File: config.mk
export PLATFORM = sky130hd
export DESIGN_NAME = sdram_col_seq
export DESIGN_NICKNAME = d
export VERILOG_FILES = /design/src/rtl/sdram_col_seq.sv
export SDC_FILE = /design/constraint.sdc
export NUM_CORES = 1
export LEC_CHECK = 0
export CAP_MARGIN = 10
export CORE_MARGIN = 10
export CORE_UTILIZATION = 56
export CTS_CLUSTER_DIAMETER = 120
export CTS_CLUSTER_SIZE = 12
export DETAILED_ROUTE_END_ITERATION = 8
export PLACE_DENSITY = 0.85
export SLEW_MARGIN = 20
export SYNTH_ARGS = -nofsm -noshare
export SYNTH_HDL_FRONTEND = slang
export SYNTH_SLANG_ARGS = --single-unit
export TNS_END_PERCENT = 30
File: constraint.sdc
create_clock -name clk -period 4.6 [get_ports clk]
set_input_delay 0.92 -clock clk [delete_from_list [all_inputs] [get_ports clk]]
set_output_delay 0.92 -clock clk [all_outputs]
set_load 0.005 [all_outputs]
File: src/rtl/sdram_col_seq.sv
module sdram_col_seq #(
  parameter int COL_W  = 9,
  parameter int CFG_W  = 10,
  parameter int TYPE_B = 3,
  parameter int WPOL_B = 9
) (
  input  logic             clk,
  input  logic             rst_n,
  input  logic             cfg_load,
  input  logic [CFG_W-1:0] cfg_word,
  input  logic             start,
  input  logic [COL_W-1:0] start_col,
  input  logic             is_write,
  input  logic             terminate,
  output logic [COL_W-1:0] col,
  output logic             col_valid,
  output logic             col_last
);

  localparam logic [COL_W-1:0] PAGE_MASK = {COL_W{1'b1}};

  logic [2:0]       len_q;
  logic             ilv_cfg_q;
  logic             wone_q;

  logic             act_q;
  logic             full_q;
  logic             ilv_q;
  logic [COL_W-1:0] base_q;
  logic [COL_W-1:0] beat_q;
  logic [COL_W-1:0] mask_q;

  logic [COL_W-1:0] mask_d;
  logic             full_d;
  logic             done;
  logic             take;
  logic [COL_W-1:0] low;

  always_ff @(posedge clk or negedge rst_n)
    if (!rst_n) begin
      len_q     <= '0;
      ilv_cfg_q <= 1'b0;
      wone_q    <= 1'b0;
    end else if (cfg_load) begin
      len_q     <= cfg_word[2:0];
      ilv_cfg_q <= cfg_word[TYPE_B];
      wone_q    <= cfg_word[WPOL_B];
    end

  always_comb begin
    full_d = 1'b0;
    case (len_q)
      3'b000:  mask_d = COL_W'(0);
      3'b001:  mask_d = COL_W'(1);
      3'b010:  mask_d = COL_W'(3);
      3'b011:  mask_d = COL_W'(7);
      3'b111:  begin
        full_d = !ilv_cfg_q;
        mask_d = ilv_cfg_q ? COL_W'(0) : PAGE_MASK;
      end
      default: mask_d = COL_W'(0);
    endcase
    if (is_write && wone_q) begin
      full_d = 1'b0;
      mask_d = COL_W'(0);
    end
  end

  assign done = act_q && (full_q ? terminate : (beat_q == mask_q));
  assign take = start && (!act_q || done);

  always_ff @(posedge clk or negedge rst_n)
    if (!rst_n) begin
      act_q  <= 1'b0;
      full_q <= 1'b0;
      ilv_q  <= 1'b0;
      base_q <= '0;
      beat_q <= '0;
      mask_q <= '0;
    end else if (take) begin
      act_q  <= 1'b1;
      full_q <= full_d;
      ilv_q  <= ilv_cfg_q && !full_d;
      base_q <= start_col;
      beat_q <= '0;
      mask_q <= mask_d;
    end else if (done) begin
      act_q  <= 1'b0;
    end else if (act_q) begin
      beat_q <= beat_q + 1'b1;
    end

  assign low       = ilv_q ? (base_q ^ beat_q) : (base_q + beat_q);
  assign col       = (base_q & ~mask_q) | (low & mask_q);
  assign col_valid = act_q;
  assign col_last  = done;

endmodule


==> summary by stage <==
Outcome
The run finished with clean final reports.

Power and ir drop
For this design the ratio of total power to cell area is 674 nW/um^2. Summed over all cells, the static leakage comes to 1.01 nW. The worst vdd rail ir drop is 0.442 mV.

Timing
Derived from the worst setup path, the maximum achievable clock frequency is 0.253 GHz. The worst slew margin relative to its limit is 0.587. For the finished layout, the period the worst path requires is 3960 ps.

Setup violations remaining at the end of the flow were counted as 0. The final period utilization is 0.860. In the final timing run, aggregate negative setup slack is 0 ps.

Setup repair after global routing left no endpoint under its margin. The number of max-slew violations in the final report is 0. The number of hold violations in the final report is 0.

The setup clock skew after layout is 15.7 ps. At the pin with the least slew margin, the transition time is 617 ps.

Die
The floorplan core area is 3360 um^2. During I/O placement, the number of pins put on the boundary was 36. The floorplan step defined a die boundary enclosing 6280 um^2. The initial core utilization is 0.584. The number of placement rows is 21.

The floorplan step set the die width to 79.2 um. Measured along the y axis, the die boundary spans 79.2 um.

Setup path
The element type at the critical path end is an output port. For this design, the slowest cell found on the critical path is sky130_fd_sc_hd__clkdlybuf4s50_1. Data arrives at the worst endpoint at 3040 ps. The signal on the critical path passes through ha_1 -> inv_1 -> fa_1 -> nand2b_1 -> a211oi_1 -> o21ai_0 -> a31oi_1 -> xor2_1 -> clkdlybuf4s50_1.

The count of buffering cells on the critical path with inverters included is 2. The worst setup path category is reg2out. Setup slack on the worst reg-to-reg path comes out at 2150 ps. STA classifies the critical path startpoint as a flop. The worst stage delay on the critical path is 510 ps.

The cell depth of the worst flop-to-flop path is 5. Broken down by cell family, the worst path's largest delay share belongs to compound AO/OA/AOI/OAI gates. The required time of the critical path is 3680 ps. The worst register-to-register path ends at mask_q[0]. In this run the worst path has a maximum fanout of 5. In this run the critical register-to-register path is launched from beat_q[6].

Clock network
The clock net sink count is 30. The clock-pin slew on the worst setup and hold paths is 80 ps. The tree is rooted in a sky130_fd_sc_hd__clkbuf_4. The total of hold buffers inserted after clock tree synthesis is 0. The number of clock buffers added by TritonCTS is 5.

In this run, post-CTS repair resized a total of 0 instances. The total setup buffers inserted after CTS is 0. The insertion delay to the later sink of the worst-skew pair is 330 ps. The clock tree from TritonCTS is built. The maximum buffer depth of the clock tree is 2. The H-tree was split into 2 levels.

Finish
The area growth from synthesis to layout is 19.2%. The net count of the finished layout is 261. The number of fillers in the final layout is 284. Of the cells placed in the final design, the portion with a size suffix greater than 1 is 0.156. The top cell types in the final layout, fill and taps aside, are sky130_fd_sc_hd__dfrtp_1 (30), sky130_fd_sc_hd__clkdlybuf4s50_1 (30), sky130_fd_sc_hd__inv_1 (14).

After routing the design area is 2340 um^2. The number of diodes added for antenna fixing is 0.

Routing
The routed via count is 1578. The via density per instance is 5.82. The antenna violation net count after detailed routing is 0. The remaining design rule violation count is 0.

Dividing the detail-routed wire length by the instance count gives 15.4 um. The number of design-rule violations left by the first detailed-router iteration is 86. For this block, the routed nets add up to 4160 um of wire.

The number of iterations in the first detailed-routing pass is 5.

Hold path
Counting instances, the worst hold path has a depth of 1. The worst hold path endpoint is wone_q. The startpoint identified for the worst hold timing path is wone_q. In this run the worst hold path is classified as reg2reg.

Synth
The most used flip-flop cell after synthesis is sky130_fd_sc_hd__dfrtp_1. The sequential share of the synthesized area is 0.382. The netlist area before placement is 1960 um^2. In this run, synthesis inferred 0 flip-flops with an integrated enable.

The area share of the leading cell type in the synthesized netlist is 0.382. Synthesis inferred 30 register bits. After synthesis, the cell types taking the most area are sky130_fd_sc_hd__dfrtp_1 (38%), sky130_fd_sc_hd__mux2_4 (6.9%), sky130_fd_sc_hd__ha_1 (5.7%). Yosys printed 0 warnings. The async set-or-reset flop fraction in the synthesized netlist is 1.00. The gate count after technology mapping is 193. Synthesis instantiated 47 different standard cells from the library. The mean area per synthesized cell is 10.2 um^2.

The library cell occupying the most area in the post-synthesis netlist is sky130_fd_sc_hd__dfrtp_1. The net count after synthesis is 228.

Place
The standard cell area after detailed placement is 2290 um^2. Detailed placement finished with a half-perimeter wire length of 3160 um. The count of buffers added on input and output ports is 30.

The global placer's final weighted congestion is 0.910.

Global routing
The first global-routing pass estimated 7180 um of wire. The number of global-route vias before repair is 1582. The number of antenna violations at the first check in global routing is 0. The total global routing overflow is 0. Entering global routing, the biggest net connects 31 pins.

In the global route stage, overall resource usage came out at 0.141.

Flow run
The tool flagged a number of max-cap violations equal to 0.
[cell usage after synthesis, drive strengths merged, types with 3 or more instances]
master / n
and3: 6
buf: 3
nand3: 6
nand2b: 3
xnor2: 3
inv: 14
a31o: 3
nor2: 12
a21oi: 13
nand2: 8
o221ai: 4
o21ai: 12
mux2: 19
a31oi: 3
nor3: 5
dfrtp: 30
or4: 4
ha: 9
xor2: 7
[metrics by stage]
stage	cells	power (mW)	hold slack, ps	worst slack (ps)	utilization
floorplan	193	1.13	498	1760	-
global placement	265	1.39	517	1060	0.681
detailed placement	265	1.42	530	1000	0.681
CTS	271	1.59	545	643	0.696
global route	271	1.73	580	388	0.696
finish	271	1.58	542	645	0.696
[worst register-to-register path, delay by kind of cell (launching register included)]
kind	cells	cell delay, ps
compound gates	2	730
simple gates	2	730
flops	1	470
mux	1	400
[registers in the layout (all words and copies together) (netlist names)]
| signal | flops |
|---|---|
| base_q | 9 |
| beat_q | 9 |
| col_valid | 1 |
| full_q | 1 |
| ilv_cfg_q | 1 |
| ilv_q | 1 |
| len_q | 3 |
| mask_q | 4 |
| wone_q | 1 |
[how the worst max path moves through the flow]
stage,from,end,slack (ps),cells after the start
after detailed placement,beat_q[0],col[8],1000,9
after floorplan,beat_q[0],col[8],1760,8
after global placement,beat_q[0],col[8],1060,9
after CTS,beat_q[0],col[8],640,9
after global routing,beat_q[0],col[8],390,9
final,beat_q[0],col[8],640,9
[cell families (layout without fill, tap and decap cells)]
logic type	after synthesis	after routing	synth area share
multiplexers	21	21	0.136
AO/OA/AOI/OAI	48	48	0.165
AND/OR/NAND/NOR	55	55	0.157
buffers and inverters	19	51	0.0471
flip-flops	30	30	0.382
XOR/XNOR	10	10	0.0446
adder cells (fa/ha/maj)	10	10	0.0675
[per-layer routing]
metal	track usage	part of all wire	vias up
met1	0.159	0.44	753
li1	-	-	773
met3	0.0495	0.053	9
met5	0	0	-
met4	0.0609	0.019	0
met2	0.237	0.49	43
[report_power, final]
part           switching [mW]  internal [mW]
clock                  0.0900         0.0688
combinational           0.424          0.502
sequential              0.132          0.361
total                   0.647          0.932
[area by class of cell]
class                           count  area, um^2  area share
Multi-Input combinational cell    144        1120       0.479
Tap cell                           46        57.6      0.0246
Inverter                           14        52.6      0.0224
Clock buffer                        6        51.3      0.0219
Sequential cell                    30         751       0.321
Timing Repair Buffer               31         308       0.131
No activity file was read; power rests on OpenSTA's default activity.
